**config.mk**
```make
export PLATFORM = sky130hd
export DESIGN_NAME = xbus_seq
export DESIGN_NICKNAME = d
export VERILOG_FILES = /design/src/rtl/xbus_pkg.sv /design/src/rtl/xbus_phase_ctr.sv /design/src/rtl/xbus_pin_decode.sv /design/src/rtl/xbus_capture.sv /design/src/rtl/xbus_seq.sv
export SDC_FILE = /design/constraint.sdc
export NUM_CORES = 1
export LEC_CHECK = 0
export BUFFER_PORTS_ARGS = -buffer_cell sky130_fd_sc_hd__clkbuf_2
export CORE_AREA = 2 2 81 83
export CTS_CLUSTER_SIZE = 16
export DETAILED_ROUTE_END_ITERATION = 10
export DIE_AREA = 0 0 83 85
export PLACE_DENSITY = 0.69
export RECOVER_POWER = 50
export SLEW_MARGIN = 25
export SYNTH_ARGS = -nofsm -noshare
export SYNTH_HDL_FRONTEND = slang
export SYNTH_SLANG_ARGS = --single-unit
```
**constraint.sdc**
```tcl
create_clock -name clk -period 9.4 [get_ports clk]
set_input_delay 1.41 -clock clk [delete_from_list [all_inputs] [get_ports clk]]
set_output_delay 1.41 -clock clk [all_outputs]
set_load 0.03 [all_outputs]
```
**src/rtl/xbus_pkg.sv**
```systemverilog
package xbus_pkg;

  typedef enum logic [1:0] {
    XK_FETCH = 2'b00,
    XK_READ  = 2'b01,
    XK_WRITE = 2'b10,
    XK_NONE  = 2'b11
  } xkind_e;

  typedef struct packed {
    logic ale;
    logic psen_n;
    logic rd_n;
    logic wr_n;
    logic oe;
    logic sel_wdata;
    logic done;
  } xpins_t;

  // clock (counted from the first ALE clock) where program-store enable falls
  function automatic int unsigned psen_fall_ph(int unsigned ale_clks);
    return ale_clks + 1;
  endfunction

  // clock where the read or write strobe falls
  function automatic int unsigned stb_fall_ph(int unsigned ale_clks);
    return ale_clks + 3;
  endfunction

  // final clock of a fetch: program-store enable is high again
  function automatic int unsigned fetch_last_ph(int unsigned ale_clks, int unsigned ps_clks);
    return psen_fall_ph(ale_clks) + ps_clks;
  endfunction

  // final clock of a read or write: strobe is high again
  function automatic int unsigned rw_last_ph(int unsigned ale_clks, int unsigned stb_clks);
    return stb_fall_ph(ale_clks) + stb_clks;
  endfunction

  function automatic int unsigned phase_bits(int unsigned ale_clks, int unsigned ps_clks,
                                             int unsigned stb_clks);
    int unsigned mx;
    mx = fetch_last_ph(ale_clks, ps_clks);
    if (rw_last_ph(ale_clks, stb_clks) > mx) mx = rw_last_ph(ale_clks, stb_clks);
    return $clog2(mx + 1);
  endfunction

endpackage

```
**src/rtl/xbus_phase_ctr.sv**
```systemverilog
module xbus_phase_ctr
  import xbus_pkg::*;
#(
  parameter int unsigned AW       = 16,
  parameter int unsigned DW       = 8,
  parameter int unsigned ALE_CLKS = 2,
  parameter int unsigned PS_CLKS  = 3,
  parameter int unsigned STB_CLKS = 6,
  parameter int unsigned PH_W     = 4
) (
  input  logic            clk,
  input  logic            rst_n,
  input  logic            req_valid,
  input  logic [1:0]      req_kind,
  input  logic [AW-1:0]   req_addr,
  input  logic [DW-1:0]   req_wdata,
  output logic            nxt_active,
  output xkind_e          nxt_kind,
  output logic [PH_W-1:0] nxt_ph,
  output logic [AW-1:0]   nxt_addr,
  output logic [DW-1:0]   nxt_wdata,
  output logic            accept,
  output logic            finish,
  output logic            capture_now
);

  localparam int unsigned LAST_F  = fetch_last_ph(ALE_CLKS, PS_CLKS);
  localparam int unsigned LAST_RW = rw_last_ph(ALE_CLKS, STB_CLKS);

  logic            cur_active;
  xkind_e          cur_kind;
  logic [PH_W-1:0] cur_ph;
  logic [AW-1:0]   cur_addr;
  logic [DW-1:0]   cur_wdata;
  int unsigned     cur_last;
  int unsigned     cur_p;
  xkind_e          in_kind;

  assign in_kind  = xkind_e'(req_kind);
  assign cur_p    = 32'(cur_ph);
  assign cur_last = (cur_kind == XK_FETCH) ? LAST_F : LAST_RW;

  assign finish      = cur_active && (cur_p == cur_last);
  assign accept      = req_valid && (in_kind != XK_NONE) && (!cur_active || finish);
  assign capture_now = cur_active && (cur_kind != XK_WRITE) && (cur_p + 1 == cur_last);

  always_comb begin
    nxt_active = cur_active;
    nxt_kind   = cur_kind;
    nxt_ph     = cur_ph;
    nxt_addr   = cur_addr;
    nxt_wdata  = cur_wdata;
    if (accept) begin
      nxt_active = 1'b1;
      nxt_kind   = in_kind;
      nxt_ph     = '0;
      nxt_addr   = req_addr;
      nxt_wdata  = req_wdata;
    end else if (finish) begin
      nxt_active = 1'b0;
      nxt_ph     = '0;
    end else if (cur_active) begin
      nxt_ph = cur_ph + 1'b1;
    end
  end

  always_ff @(posedge clk or negedge rst_n) begin
    if (!rst_n) begin
      cur_active <= 1'b0;
      cur_kind   <= XK_FETCH;
      cur_ph     <= '0;
      cur_addr   <= '0;
      cur_wdata  <= '0;
    end else begin
      cur_active <= nxt_active;
      cur_kind   <= nxt_kind;
      cur_ph     <= nxt_ph;
      cur_addr   <= nxt_addr;
      cur_wdata  <= nxt_wdata;
    end
  end

endmodule

```
**src/rtl/xbus_pin_decode.sv**
```systemverilog
module xbus_pin_decode
  import xbus_pkg::*;
#(
  parameter int unsigned ALE_CLKS = 2,
  parameter int unsigned PS_CLKS  = 3,
  parameter int unsigned STB_CLKS = 6,
  parameter int unsigned PH_W     = 4
) (
  input  logic            active,
  input  xkind_e          kind,
  input  logic [PH_W-1:0] ph,
  output xpins_t          pins
);

  localparam int unsigned A_ON    = ALE_CLKS - 1;
  localparam int unsigned PS_FALL = psen_fall_ph(ALE_CLKS);
  localparam int unsigned ST_FALL = stb_fall_ph(ALE_CLKS);
  localparam int unsigned LAST_F  = fetch_last_ph(ALE_CLKS, PS_CLKS);
  localparam int unsigned LAST_RW = rw_last_ph(ALE_CLKS, STB_CLKS);

  int unsigned p;
  assign p = 32'(ph);

  always_comb begin
    pins = '{ale: 1'b0, psen_n: 1'b1, rd_n: 1'b1, wr_n: 1'b1,
             oe: 1'b0, sel_wdata: 1'b0, done: 1'b0};
    if (active) begin
      pins.ale = (p < ALE_CLKS);
      unique case (kind)
        XK_FETCH: begin
          pins.psen_n = !(p >= PS_FALL && p < LAST_F);
          pins.oe     = (p >= A_ON && p < PS_FALL);
          pins.done   = (p == LAST_F);
        end
        XK_READ: begin
          pins.rd_n = !(p >= ST_FALL && p < LAST_RW);
          pins.oe   = (p >= A_ON && p < ST_FALL);
          pins.done = (p == LAST_RW);
        end
        XK_WRITE: begin
          pins.wr_n      = !(p >= ST_FALL && p < LAST_RW);
          pins.oe        = (p >= A_ON);
          pins.sel_wdata = (p + 1 >= ST_FALL);
          pins.done      = (p == LAST_RW);
        end
        default: ;
      endcase
    end
  end

endmodule

```
**src/rtl/xbus_capture.sv**
```systemverilog
module xbus_capture #(
  parameter int unsigned DW = 8
) (
  input  logic          clk,
  input  logic          rst_n,
  input  logic          capture_now,
  input  logic [DW-1:0] ad_in,
  output logic [DW-1:0] rdata
);

  always_ff @(posedge clk or negedge rst_n) begin
    if (!rst_n)           rdata <= '0;
    else if (capture_now) rdata <= ad_in;
  end

endmodule

```
**src/rtl/xbus_seq.sv**
```systemverilog
module xbus_seq
  import xbus_pkg::*;
#(
  parameter int unsigned DW       = 8,
  parameter int unsigned AHW      = 8,
  parameter int unsigned ALE_CLKS = 2,
  parameter int unsigned PS_CLKS  = 3,
  parameter int unsigned STB_CLKS = 6
) (
  input  logic           clk,
  input  logic           rst_n,
  input  logic           req_valid,
  input  logic [1:0]     req_kind,
  input  logic [DW+AHW-1:0] req_addr,
  input  logic [DW-1:0]  req_wdata,
  output logic           busy,
  output logic           done,
  output logic [DW-1:0]  rdata,
  output logic           ale,
  output logic           psen_n,
  output logic           rd_n,
  output logic           wr_n,
  output logic           ad_oe,
  output logic [DW-1:0]  ad_out,
  input  logic [DW-1:0]  ad_in,
  output logic [AHW-1:0] a_hi
);

  localparam int unsigned AW   = DW + AHW;
  localparam int unsigned PH_W = phase_bits(ALE_CLKS, PS_CLKS, STB_CLKS);

  logic            nxt_active;
  xkind_e          nxt_kind;
  logic [PH_W-1:0] nxt_ph;
  logic [AW-1:0]   nxt_addr;
  logic [DW-1:0]   nxt_wdata;
  xpins_t          nxt_pins;
  logic            accept;
  logic            finish;
  logic            capture_now;

  xbus_phase_ctr #(
    .AW(AW), .DW(DW), .ALE_CLKS(ALE_CLKS), .PS_CLKS(PS_CLKS),
    .STB_CLKS(STB_CLKS), .PH_W(PH_W)
  ) ctr_i (
    .clk(clk), .rst_n(rst_n), .req_valid(req_valid), .req_kind(req_kind),
    .req_addr(req_addr), .req_wdata(req_wdata), .nxt_active(nxt_active),
    .nxt_kind(nxt_kind), .nxt_ph(nxt_ph), .nxt_addr(nxt_addr),
    .nxt_wdata(nxt_wdata), .accept(accept), .finish(finish),
    .capture_now(capture_now)
  );

  xbus_pin_decode #(
    .ALE_CLKS(ALE_CLKS), .PS_CLKS(PS_CLKS), .STB_CLKS(STB_CLKS), .PH_W(PH_W)
  ) dec_i (
    .active(nxt_active), .kind(nxt_kind), .ph(nxt_ph), .pins(nxt_pins)
  );

  xbus_capture #(.DW(DW)) cap_i (
    .clk(clk), .rst_n(rst_n), .capture_now(capture_now), .ad_in(ad_in), .rdata(rdata)
  );

  always_ff @(posedge clk or negedge rst_n) begin
    if (!rst_n) begin
      ale    <= 1'b0;
      psen_n <= 1'b1;
      rd_n   <= 1'b1;
      wr_n   <= 1'b1;
      ad_oe  <= 1'b0;
      ad_out <= '0;
      a_hi   <= '0;
      busy   <= 1'b0;
      done   <= 1'b0;
    end else begin
      ale    <= nxt_pins.ale;
      psen_n <= nxt_pins.psen_n;
      rd_n   <= nxt_pins.rd_n;
      wr_n   <= nxt_pins.wr_n;
      ad_oe  <= nxt_pins.oe;
      ad_out <= !nxt_pins.oe ? '0 : (nxt_pins.sel_wdata ? nxt_wdata : nxt_addr[DW-1:0]);
      a_hi   <= nxt_addr[AW-1:DW];
      busy   <= nxt_active;
      done   <= nxt_pins.done;
    end
  end

endmodule

```
; Yosys cells after proc, flatten, opt, wreduce, memory -nomap -nowiden
; Cells that the tools add are included.
[totals]
input_bits = 37
ram_bits = 0
out_inout_bits = 31
latchBits = 0
ff_bits = 61
mem_count = 0
mem_bits_ro = 0
word_cells = 68
[classes]
order_cmp = 9
n_mul = 0
n_bitwise = 0
shift = 0
n_addsub = 3
div_mod_pow = 0
reduce_logical = 16
mux = 18
n_eq_ne = 8
[op_table]
columns = op, n
row1 = $eq 32x32->1, 1
row2 = $eq 4x32->1, 1
row3 = $ge 32x3->1 const B, 1
row4 = $mux 8, 3
row5 = $mux 16, 1
row6 = $mux 4, 4
row7 = $add 4x1->5 const B, 2
row8 = $logic_and 1x1->1, 9
row9 = $lt 4x2->1 const B, 2
row10 = $lt 4x3->1 const B, 2
row11 = $mux 7, 1
row12 = $mux 1, 6
row13 = $add 4x1->4 const B, 1
row14 = $eq 4x3->1 const B, 1
row15 = $eq 4x4->1 const B, 1
row16 = $ge 4x1->1 const B, 1
row17 = $ge 4x2->1 const B, 1
row18 = $ge 4x3->1 const B, 1
row19 = $logic_not 2->1, 2
row20 = $lt 4x4->1 const B, 1
row21 = $ne 2x2->1 const B, 2
row22 = $logic_not 1->1, 3
row23 = $pmux 1 s3, 1
row24 = $eq 2x1->1 const B, 1
row25 = 5 further kinds, 5

; Logic depth before layout (Yosys ltp)
; Gate-level depths: netlist (run 1).
[depth]
depth_word = 14
ltp_mapped = 14
ltp_nobuf = 10

; Modules after synthesis
; Synthesis (run 1) repeated with hierarchy kept, for this count alone.
[hier_totals]
cells_unflattened = 178
hier_area_um2 = 2678.8
[by_module_without_submodules]
columns = module, seq_area_each_um2, area_each_um2, n_inst, cells_per_inst
row1 = xbus_phase_ctr, 775.7, 1418.9, 1, 92
row2 = xbus_seq, 579.3, 720.7, 1, 40
row3 = xbus_capture, 200.2, 331.6, 1, 17
row4 = xbus_pin_decode, 0.0, 207.7, 1, 29

; Worst setup path before layout (run 1)
; OpenSTA, ideal clock, no wires.
[synth_path]
path_kind = input-to-reg
start = in req_valid
end = reg ad_out[0]
t_required_ps = 9253
setup_time_ps = 147
path_stages = 11
arrival_ps = 3181
n_path_buf = 2
setup_slack_ps = 6072
cell_sequence = a21boi_4 -> nand2_4 -> buf_6 -> buf_6 -> mux2i_1 -> inv_1 -> ha_1 -> inv_1 -> nor2_1 -> a221oi_2 -> nor3_1
[synth_via]
elab_cells_between_ends = 22
cone_classes = add/sub: 1 / order compare: 4 / eq/ne: 2 / mux: 10 / reduce/logical: 5
[synth_lines]
columns = item, line_no
row1 = start: declaration, xbus_seq.sv:12  ; input logic req_valid,
row2 = $logic_and 1x1->1 (*) (2 in series), xbus_phase_ctr.sv:44  ; assign accept = req_valid && (in_kind != XK_NONE) && (!cur_active || finish);
row3 = $mux 2 (*), xbus_phase_ctr.sv:53  ; if (accept) begin
row4 = net ctr_i.nxt_kind[0], xbus_phase_ctr.sv:18  ; output xkind_e nxt_kind,
row5 = $eq 2x2->1, xbus_pin_decode.sv:29  ; unique case (kind)
row6 = $mux 1, xbus_pin_decode.sv:29
row7 = $mux 7 (*), xbus_pin_decode.sv:27  ; if (active) begin
row8 = $mux 8, xbus_seq.sv:80  ; ad_out <= !nxt_pins.oe ? '0 : (nxt_pins.sel_wdata ? nxt_wdata : nxt_addr[DW-1:0]);
row9 = $mux 8 (*), xbus_seq.sv:80
row10 = end signal: assignment, xbus_seq.sv:80
row11 = end: declaration, xbus_seq.sv:24  ; output logic [DW-1:0] ad_out,
; The timed path passes the listed nets; every way through them passes the cells marked *.
; A chain may end at the register's enable or synchronous reset.

; Worst setup path after layout (run 1)
[layout_path]
start = reg ctr_i.cur_ph[3]
end = reg ad_out[4]
[layout_via]
elab_cells_between_ends = 28
cone_classes = add/sub: 2 / order compare: 4 / eq/ne: 3 / mux: 13 / reduce/logical: 6
[layout_lines]
columns = item, line_no
row1 = start: declaration, xbus_phase_ctr.sv:32  ; logic [PH_W-1:0] cur_ph;
row2 = start signal: assignment, xbus_phase_ctr.sv:77  ; cur_ph <= nxt_ph;
row3 = $eq 4x32->1 (*), xbus_phase_ctr.sv:43  ; assign finish = cur_active && (cur_p == cur_last);
row4 = $logic_and 1x1->1 (*), xbus_phase_ctr.sv:43
row5 = $logic_or 1x1->1 (*), xbus_phase_ctr.sv:44
row6 = $logic_and 1x1->1 (*), xbus_phase_ctr.sv:44
row7 = $mux 2 (*), xbus_phase_ctr.sv:53
row8 = net ctr_i.nxt_kind[0], xbus_phase_ctr.sv:18
row9 = $eq 2x2->1, xbus_pin_decode.sv:29
row10 = $mux 1, xbus_pin_decode.sv:29
row11 = $mux 7 (*), xbus_pin_decode.sv:27
row12 = $mux 8, xbus_seq.sv:80
row13 = $mux 8 (*), xbus_seq.sv:80
; Marks and branches as above.

==> reports/results.ini, run 1 <==
[status]
outcome=complete, but fails checks
violations=capacitance limit, slew limit

[min_path]
hold_depth=1
worst_hold_startpoint=ctr_i.cur_wdata[7]
whs_endpoint=ctr_i.cur_wdata[7]
hold_path.class=reg2reg

[clock_network]
h-tree-depth=2
cts_buffer_depth=2
ctsResizeCount=0
post_cts_buffers=0
hold_buffers=0
cts_tree=done
path_clk_slew_ps=100
clock_sinks=53
cts-root-buf=clkbuf_8
cts_made_buffers=5
clock_latency_ps=310

[pwr]
p_int_uw=697
comb_power_share_pct=53.8
p_sw_share_pct=45.2
clock_power_share_pct=14.5
powerDensity_nw_per_um2=415
vdd_drop_max_mv=0.167
p_switching_uw=575
pwr-share-seq_pct=31.7
p_leak_nw=1.43

[floorplanning]
die_x_um=83
die-area_sq_um=7060
io_pins=68
fp-row-count=29
initial_core_util_pct=43.4
core_area_sq_um=6200
die_h_um=85

[finish]
final_util_pct=49.4
final_area_sq_um=3070
drive_gt1_share_pct=37.2
layout.nets=331
area_growth_syn_to_layout_pct=13.9
fillCellCount=584
register_area_sq_um=1330
antenna_cells=0
multi_input_area_sq_um=1150

[route]
drt-initial-drc-count=103
drc=0
post_drt_wl_per_cell_um=14.7
vias_per_cell=5.31
ant_nets=0
vias=1950
route.final.wire_length_um=5380
dr.pass1.iters=5

[critical_path]
cp_slowest_cell=o221ai_2
rrSetupSlack_ps=5460
critPathLaunchType=flop
cp_cell_sequence=or4b_4 > o221ai_2 > nand2_4 > mux2i_1 > inv_1 > ha_1 > inv_1 > nor2_1 > a221oi_2 > nor3_1
path_max_fanout=26
r2r-start=ctr_i.cur_ph[3]
worstPathArrival_ps=4110
ff2ff_path_depth=10
path_class=reg2reg
crit_top_cell=inv_1
endpoint_kind=flop
critical_path.max_stage_delay_ps=680
r2r-end=ad_out[4]
cp.required_ps=9570

[logic_synthesis]
synth_ff_type=dfrtp_1
ys_ff_latch=53
syn-num-nets=275
seq_area_frac_synth_pct=49.4
synth_edf_count=0
syn_area_sq_um=2690
synth_top_area_share_pct=46.5
yosys_warnings=0
syn_avg_cell_area_sq_um=11.6
syn_inst=233
yosys.cell_types.count=49
async_reset_ff_share_pct=100
synth_area_leaders=dfrtp_1 (46%), mux2_2 (11%), nor2_1 (3.2%)
yosysTopAreaCell=dfrtp_1

[timing]
fin_skew_ps=8.72
hold_violations=0
setup_tns_ps=0
maxSlewViolCount=54
grt_setup_unrepaired=no
setup_slack_ps=5460
setup_viol=0
period_needed_ps=3940
fmax_mhz=254
relSlewSlack_pct=-81.3
hold_slack_ps=503
worst_pin_slew_ps=2720
post-route-period-util_pct=41.9

[place]
dpl-instance-area_sq_um=2970
gp_congestion=0.857
dp_slack_ps=5480
place_hpwl_um=4010
port_buffers=67

[grt]
grt_pass1_wl_um=9050
antenna_found_initial=0
grt-ovfl-total=0
grt_start_max_net_pins=54
grt.total_usage_pct=16.0
grt_pass1_vias=1878

[job]
drv_cap=1

==> stage by stage <==
step	cells	total power, mW
after floorplan	233	0.983
after global routing	367	1.37
after global placement	359	1.09
after CTS	367	1.29
final	367	1.27
after detailed placement	359	1.10
==> metal layers <==
metal,GRT usage (%),routed length [um],vias to the layer above
met5,0,0,-
met1,22.4,2500,914
met2,24.0,2430,82
li1,-,-,943
met4,7.00,124,0
met3,3.50,321,11
==> final cells by class <==
class	count	area share (%)
sequential	53	43.4
multi-input combinational	153	37.4
timing repair buffer	68	10.6
tap	77	3.14
clock buffer	5	2.24
clock inverter	3	2.24
inverter	8	0.980
==> cells in the mapped netlist, drive strengths merged, types with 2 or more instances <==
| library cell | count |
|---|---|
| and2 | 2 |
| o22ai | 13 |
| clkbuf | 4 |
| nor2 | 23 |
| o31ai | 2 |
| or2b | 2 |
| nor3 | 11 |
| nand4 | 3 |
| a21oi | 11 |
| ha | 5 |
| a211oi | 2 |
| mux2 | 32 |
| dfstp | 3 |
| nand3 | 9 |
| dfrtp | 50 |
| inv | 8 |
| o21ai | 8 |
| a31oi | 3 |
| or3 | 2 |
| nand2 | 9 |
| mux2i | 2 |
| buf | 15 |
==> critical path: cells and delay by family, from the launching register on <==
family,cells,cell delay (ps)
AO/OA/AOI/OAI,2,1310
adder cells (fa/ha/maj),1,230
buffers and inverters,2,180
flip-flops,1,510
multiplexers,1,410
AND/OR/NAND/NOR,4,1150
==> how the worst max path moves through the flow <==
stage	start	cells after the start	end	slack [ps]
floorplan	req_valid	11	ad_out[0]	6070
global placement	ctr_i.cur_ph[3]	10	ad_out[2]	5660
detailed placement	ctr_i.cur_ph[3]	10	ad_out[4]	5480
CTS	ctr_i.cur_ph[3]	10	ad_out[4]	5460
global route	ctr_i.cur_ph[3]	10	ad_out[7]	5090
finish	ctr_i.cur_ph[3]	10	ad_out[4]	5460
==> flip-flops by register name, indices dropped and copies added, names as in the netlist <==
register          cells
done                  1
psen_n                1
ad_oe                 1
wr_n                  1
ale                   1
ctr_i.cur_active      1
ctr_i.cur_wdata       8
ctr_i.cur_ph          4
ctr_i.cur_addr       15
ad_out                8
cap_i.rdata           8
ctr_i.cur_kind        2
a_hi                  1
rd_n                  1
==> cells in the final DEF, fill, tap and decap left out, types with 2 or more instances in the layout <==
cell type	instances
nand3_1	9
inv_1	8
a31oi_1	3
nor3_1	11
or2b_2	2
bufinv_16	2
o22ai_1	10
clkbuf_1	13
nand2_1	8
nor2_1	23
o22ai_2	3
and2_1	2
dfstp_2	3
o21ai_0	7
mux2_1	4
nand4_1	3
mux2_2	27
dfrtp_1	50
a21oi_1	11
clkbuf_2	55
ha_1	5
clkbuf_8	5
mux2i_1	2
==> cell families (layout without fill, tap and decap cells) <==
group / count (synthesis) / in the layout / synth area share (%)
DFF: 53 / 53 / 49.4
muxes: 34 / 34 / 14.3
and+or+nand+nor: 65 / 65 / 12.1
buffers and inverters: 27 / 84 / 6.97
xor gates and xnor gates: 1 / 1 / 0.325
AOI/OAI and AO/OA: 48 / 48 / 14.6
adders and majority gates: 5 / 5 / 2.32
==> power by group through the flow <==
| stage | combinational (mW) | sequential (mW) | clock (mW) |
|---|---|---|---|
| final | 0.684 | 0.403 | 0.185 |
| after global placement | 0.685 | 0.404 | 0 |
| after global routing | 0.747 | 0.420 | 0.200 |
| after floorplan | 0.541 | 0.443 | 0 |
| after detailed placement | 0.695 | 0.409 | 0 |
| after CTS | 0.696 | 0.404 | 0.191 |
Note: power is estimated with default switching activity, not from simulation.
==> run 2, diff against run 1 <==
--- a/config.mk
+++ b/config.mk
@@ -5,6 +5,7 @@
 export SDC_FILE = /design/constraint.sdc
 export NUM_CORES = 1
 export LEC_CHECK = 0
+export ABC_AREA = 1
 export BUFFER_PORTS_ARGS = -buffer_cell sky130_fd_sc_hd__clkbuf_2
 export CORE_AREA = 2 2 81 83
 export CTS_CLUSTER_SIZE = 16
==> constraint.sdc (replaced) <==
create_clock -name clk -period 4 [get_ports clk]
set_input_delay 0.6 -clock clk [delete_from_list [all_inputs] [get_ports clk]]
set_output_delay 0.6 -clock clk [all_outputs]
set_load 0.03 [all_outputs]
==> reports/results.ini, run 2 <==
[route]
vias=2034  ; was 1,950
ant_nets=0  ; unchanged
vias_per_cell=4.56  ; was 5.31
route.final.wire_length_um=4990  ; was 5380 um
drc=0  ; unchanged
dr.pass1.iters=4  ; was 5
post_drt_wl_per_cell_um=11.2  ; was 14.7 um
drt-initial-drc-count=92  ; was 103

[floorplanning]
die_x_um=83  ; unchanged
io_pins=68  ; unchanged
core_area_sq_um=6200  ; unchanged
die_h_um=85  ; unchanged
fp-row-count=29  ; unchanged
die-area_sq_um=7060  ; unchanged
initial_core_util_pct=43.7  ; was 43.4%

[logic_synthesis]
syn_avg_cell_area_sq_um=8.77  ; was 11.6 sq um
syn-num-nets=351  ; was 275
synth_ff_type=dfrtp_1  ; unchanged
synth_commonest_cells=nand2_1 (121), dfrtp_1 (50), inv_1 (35)  ; was dfrtp_1 (50), mux2_2 (27), nor2_1 (23)
yosys.cell_types.count=37  ; was 49
synth_area_leaders=dfrtp_1 (46%), nand2_1 (17%), inv_1 (4.8%)  ; was dfrtp_1 (46%), mux2_2 (11%), nor2_1 (3.2%)
synth_edf_count=0  ; unchanged
ys_ff_latch=53  ; unchanged
yosysTopAreaCell=dfrtp_1  ; unchanged
seq_area_frac_synth_pct=49.1  ; was 49.4%
synth.most_common_cell=nand2_1  ; was dfrtp_1
syn_area_sq_um=2710  ; was 2690 sq um
async_reset_ff_share_pct=100  ; unchanged
yosys_warnings=0  ; unchanged
synth_top_area_share_pct=46.1  ; was 46.5%
syn_inst=309  ; was 233

[critical_path]
path_max_fanout=33  ; was 26
cp.depth=16  ; was 10
critPathLaunchType=flop  ; unchanged
cp_slowest_cell=dfrtp_1  ; was o221ai_2
endpoint_kind=flop  ; unchanged
ff2ff_path_depth=16  ; was 10
path_delay_family=simple AND/OR/NAND/NOR gates  ; was compound AO/OA/AOI/OAI gates
path_class=reg2reg  ; unchanged
critPathBufInv=4  ; was 2
cp_cell_sequence=inv_2 > nand3_2 > nand2_1 > nand3_4 > nand2_1 > nand2_8 > o21ai_0 > inv_1 > ha_1 > inv_1 > nor2_8 > nand2_4 > nand2_1 > nand2_1 > inv_1 > nor2_2  ; was or4b_4 > o221ai_2 > nand2_4 > mux2i_1 > inv_1 > ha_1 > inv_1 > nor2_1 > a221oi_2 > nor3_1
crit_top_cell=nand2_1  ; was inv_1
critical_path.max_stage_delay_ps=510  ; was 680 ps
cp.required_ps=4250  ; was 9570 ps
worstPathArrival_ps=3110  ; was 4110 ps

[grt]
grt_start_max_net_pins=54  ; unchanged
grt_pass1_wl_um=8600  ; was 9050 um
grt-ovfl-total=0  ; unchanged
antenna_found_initial=0  ; unchanged
grt_pass1_vias=1971  ; was 1,878
grt.total_usage_pct=14.9  ; was 16.0%

[pwr]
p_leak_nw=1.74  ; was 1.43 nW
vdd_drop_max_mv=0.396  ; was 0.167 mV
powerDensity_nw_per_um2=922  ; was 415 nW/um^2

[timing]
fin_skew_ps=9.95  ; was 8.72 ps
post-route-period-util_pct=71.4  ; was 41.9%
maxSlewViolCount=0  ; was 54
relSlewSlack_pct=56.5  ; was -81.3%
grt_setup_unrepaired=no  ; unchanged
fmax_mhz=350  ; was 254 MHz
period_needed_ps=2860  ; was 3940 ps
hold_violations=0  ; unchanged
worst_pin_slew_ps=653  ; was 2720 ps
setup_tns_ps=0  ; unchanged
setup_viol=0  ; unchanged

[finish]
stdcell_count=446  ; was 367
drive_gt1_share_pct=28.7  ; was 37.2%
regMostFlops=ctr_i.cur_addr  ; unchanged
antenna_cells=0  ; unchanged
area_growth_syn_to_layout_pct=14.2  ; was 13.9%
final_common_cell=nand2_1  ; was clkbuf_2
largest_reg_flops=15  ; unchanged
layout.nets=410  ; was 331
final_util_pct=49.9  ; was 49.4%
final_area_sq_um=3100  ; was 3070 sq um
final_cell_mix=nand2_1 (123), clkbuf_2 (54), dfrtp_1 (50)  ; was clkbuf_2 (55), dfrtp_1 (50), mux2_2 (27)

[clock_network]
cts_tree=done  ; unchanged
clock_sinks=53  ; unchanged
h-tree-depth=2  ; unchanged
cts-root-buf=clkbuf_8  ; unchanged
cts_buffer_depth=2  ; unchanged
path_clk_slew_ps=100  ; about the same
post_cts_buffers=0  ; unchanged
clock_latency_ps=310  ; about the same
ctsResizeCount=0  ; unchanged
cts_made_buffers=5  ; unchanged
hold_buffers=0  ; unchanged

[place]
dp_cells=438  ; was 359
port_buffers=67  ; unchanged
gp_congestion=0.805  ; was 0.857
dpl-instance-area_sq_um=3010  ; was 2970 sq um
place_hpwl_um=3640  ; was 4010 um

[job]
drv_cap=0  ; was 1

[min_path]
hold_path.class=in2async  ; was reg2reg

[status]
outcome=complete, no violations  ; was complete, but fails checks

## run 2: cell types whose count changed after synthesis, sizes merged, moves of 7 or more
cell,previous run,this run
mux2,32,0
a21oi,11,1
nand3,9,19
nor3,11,1
o22ai,13,0
inv,8,40
o21ai,8,15
nand2,9,129
nor2,23,16
## run 2: per-layer routing
| metal | GRT usage, % | up-vias | routed length, um |
|---|---|---|---|
| li1 | - | 1060 | - |
| met1 | 19.7 | 902 | 2340 |
| met2 | 24.6 | 63 | 2320 |
| met3 | 2.63 | 9 | 244 |
| met4 | 5.96 | 0 | 78 |
| met5 | 0 | - | 0 |
## run 2: cell type report
cell class,instances,area (sq um)
Multi-Input combinational cell,199,1070
Inverter,40,158
Clock inverter,3,43.8
Sequential cell,53,1330
Timing Repair Buffer,69,334
Tap cell,77,96.3
Fill cell,611,3110
Clock buffer,5,68.8
## run 2: worst register-to-register path: cells and delay by family (launching register included)
family	cells	cell delay, ps
fa+ha+maj	1	220
simple gates	10	1210
flops	1	510
compound gates	1	400
buf+inv	4	470
## run 2: report_power, final
group	switching (mW)	total, mW	leakage (nW)	internal, mW
sequential	0.122	0.890	0.661	0.768
combinational	1.12	1.60	1.02	0.482
clock	0.177	0.365	0.0585	0.188
total	1.42	2.86	1.74	1.44
## run 2: through the flow
stage	total power [mW]	hold WS (ps)	worst slack, ps
2_1_floorplan	2.28	304	1510
3_3_place_gp	2.52	460	1360
3_5_place_dp	2.54	464	1310
4_1_cts	2.91	430	1290
5_1_grt	3.11	454	876
6_report	2.86	386	1140
## run 2: worst paths after layout
check,start,to,slack (ps)
max reg2reg,ctr_i.cur_ph[0],ad_out[3],1140
max,ctr_i.cur_ph[0],ad_out[3],1140
min in group clk,ctr_i.cur_addr[9],ctr_i.cur_addr[9],480
max in group asynchronous,rst_n,ctr_i.cur_kind[1],3160
min reg2reg,ctr_i.cur_addr[9],ctr_i.cur_addr[9],480
min,rst_n,ctr_i.cur_wdata[2],390
## run 2: cell families (layout without fill, tap and decap cells)
logic type	after synthesis	in the layout	share of synthesized area [%]
compound gates	21	21	6.23
buf+inv	57	117	11.3
xor+xnor	2	2	0.646
simple gates	171	171	30.5
fa+ha+maj	5	5	2.31
flops	53	53	49.1
==> run 3, diff against run 2 <==
--- a/config.mk
+++ b/config.mk
@@ -11,7 +11,7 @@
 export CTS_CLUSTER_SIZE = 16
 export DETAILED_ROUTE_END_ITERATION = 10
 export DIE_AREA = 0 0 83 85
-export PLACE_DENSITY = 0.69
+export PLACE_DENSITY = 0.72
 export RECOVER_POWER = 50
 export SLEW_MARGIN = 25
 export SYNTH_ARGS = -nofsm -noshare
==> constraint.sdc (replaced) <==
create_clock -name clk -period 2.62 [get_ports clk]
set_input_delay 0.393 -clock clk [delete_from_list [all_inputs] [get_ports clk]]
set_output_delay 0.393 -clock clk [all_outputs]
set_load 0.03 [all_outputs]
==> reports/results.ini, run 3 (synthesis results as in run 2) <==
[floorplanning]
die_x_um=83  ; unchanged
die-area_sq_um=7060  ; unchanged
io_pins=68  ; unchanged
fp-row-count=29  ; unchanged
die_h_um=85  ; unchanged
initial_core_util_pct=43.7  ; unchanged
core_area_sq_um=6200  ; unchanged

[grt]
grt-ovfl-total=0  ; unchanged
grt_pass1_wl_um=9640  ; was 8600 um
met3_usage_pct=4.28  ; was 2.63%
grt_pass1_vias=2099  ; was 1,971
grt_start_max_net_pins=35  ; was 54
antenna_found_initial=0  ; unchanged
grt.total_usage_pct=16.9  ; was 14.9%
grt_util_met1_pct=23.0  ; was 19.7%
busiest_layer=met2  ; unchanged
use_met2_pct=26.7  ; was 24.6%

[job]
drv_cap=0  ; unchanged

[timing]
period_needed_ps=2380  ; was 2860 ps
setup_tns_ps=0  ; unchanged
hold_slack_ps=257  ; was 386 ps
relSlewSlack_pct=27.6  ; was 56.5%
grt_setup_unrepaired=no  ; unchanged
hold_violations=0  ; unchanged
setup_slack_ps=236  ; was 1140 ps
post-route-period-util_pct=91.0  ; was 71.4%
fin_skew_ps=7.04  ; was 9.95 ps
worst_pin_slew_ps=1090  ; was 653 ps
maxSlewViolCount=0  ; unchanged
fmax_mhz=419  ; was 350 MHz
setup_viol=0  ; unchanged

[clock_network]
hold_buffers=0  ; unchanged
cts_buffer_depth=2  ; unchanged
clock_latency_ps=310  ; about the same
cts-root-buf=clkbuf_8  ; unchanged
h-tree-depth=2  ; unchanged
clock_sinks=53  ; unchanged
cts_tree=done  ; unchanged
ctsResizeCount=0  ; unchanged
post_cts_buffers=0  ; unchanged
cts_made_buffers=5  ; unchanged
path_clk_slew_ps=100  ; about the same

[finish]
area_growth_syn_to_layout_pct=14.5  ; was 14.2%
final_area_sq_um=3110  ; was 3100 sq um
register_area_sq_um=1330  ; unchanged
antenna_cells=0  ; unchanged
drive_gt1_share_pct=29.3  ; was 28.7%
fillCellCount=594  ; was 611
regMostFlops=ctr_i.cur_addr  ; unchanged
largest_reg_flops=15  ; unchanged
layout.nets=413  ; was 410
multi_input_area_sq_um=1080  ; was 1070 sq um
final_util_pct=50.1  ; was 49.9%
final_common_cell=nand2_1  ; unchanged
final_cell_mix=nand2_1 (121), clkbuf_2 (53), dfrtp_1 (50)  ; was nand2_1 (123), clkbuf_2 (54), dfrtp_1 (50)

[critical_path]
endpoint_kind=flop  ; unchanged
path_class=reg2reg  ; unchanged
crit_top_cell=nand2_4  ; was nand2_1
critPathLaunchType=flop  ; unchanged
cp_slowest_cell=dfrtp_1  ; unchanged
cp_cell_sequence=inv_2 > nand3_2 > nand2_2 > nand3_4 > nand2_4 > nand2_8 > buf_4 > inv_8 > o21ai_4 > o21a_1 > nand2_4 > nor2_2  ; was inv_2 > nand3_2 > nand2_1 > nand3_4 > nand2_1 > nand2_8 > o21ai_0 > inv_1 > ha_1 > inv_1 > nor2_8 > nand2_4 > nand2_1 > nand2_1 > inv_1 > nor2_2
cp.required_ps=2860  ; was 4250 ps
path_max_fanout=29  ; was 33
critical_path.max_stage_delay_ps=540  ; was 510 ps
worstPathArrival_ps=2620  ; was 3110 ps

[route]
post_drt_wl_per_cell_um=12.6  ; was 11.2 um
dr.pass1.iters=4  ; unchanged
route.final.wire_length_um=5660  ; was 4990 um
ant_nets=0  ; unchanged
drt-initial-drc-count=112  ; was 92
vias=2120  ; was 2,034
drc=0  ; unchanged
vias_per_cell=4.72  ; was 4.56

[place]
gp_congestion=0.886  ; was 0.805
dp_slack_ps=216  ; was 1310 ps
place_hpwl_um=4230  ; was 3640 um
port_buffers=67  ; unchanged
dpl-instance-area_sq_um=3030  ; was 3010 sq um

[pwr]
powerDensity_nw_per_um2=1410  ; was 922 nW/um^2
vdd_drop_max_mv=0.608  ; was 0.396 mV
p_leak_nw=1.74  ; about the same

[status]
outcome=complete, no violations  ; unchanged

[min_path]
hold_path.class=in2async  ; unchanged

run 3: critical path, delay by kind of cell, from the launching register on:
| family | cells | cell delay (ps) |
|---|---|---|
| AO/OA/AOI/OAI | 2 | 550 |
| buffers and inverters | 3 | 530 |
| AND/OR/NAND/NOR | 7 | 680 |
| flip-flops | 1 | 540 |
run 3: report_power, final:
group,switching [mW],internal (mW)
clock network,0.289,0.195
logic,1.76,0.768
registers,0.202,1.17
total,2.25,2.14
run 3: stage by stage:
step	power [mW]	cells
2_1_floorplan	3.49	309
3_3_place_gp	3.88	441
5_1_grt	4.75	449
4_1_cts	4.44	449
3_5_place_dp	3.93	441
6_report	4.39	449
run 3: final cells by class:
| type | count | area share (%) |
|---|---|---|
| Clock buffer | 5 | 2.22 |
| Inverter | 40 | 5.08 |
| Timing Repair Buffer | 72 | 11.3 |
| Clock inverter | 3 | 0.806 |
| Sequential cell | 53 | 42.8 |
| Tap cell | 77 | 3.10 |
| Multi-Input combinational cell | 199 | 34.6 |
run 3: metal layers:
metal  up-vias  routed length (um)
met5         -                   0
met4         0                 124
met3        12                 342
met2        80                2620
met1       974                2570
li1       1054                   -
run 3: worst paths after layout:
| kind | start | endpoint | slack (ps) | depth (start not counted) |
|---|---|---|---|---|
| max in group asynchronous | rst_n | ad_out[1] | 950 | 2 |
| max | ctr_i.cur_ph[0] | ad_out[1] | 240 | 12 |
| max reg2reg | ctr_i.cur_ph[0] | ad_out[1] | 240 | 12 |
| min reg2reg | ctr_i.cur_wdata[5] | ctr_i.cur_wdata[5] | 490 | 2 |
| min in group clk | req_addr[10] | ctr_i.cur_addr[10] | 270 | 3 |
| min | rst_n | ctr_i.cur_addr[2] | 260 | 1 |
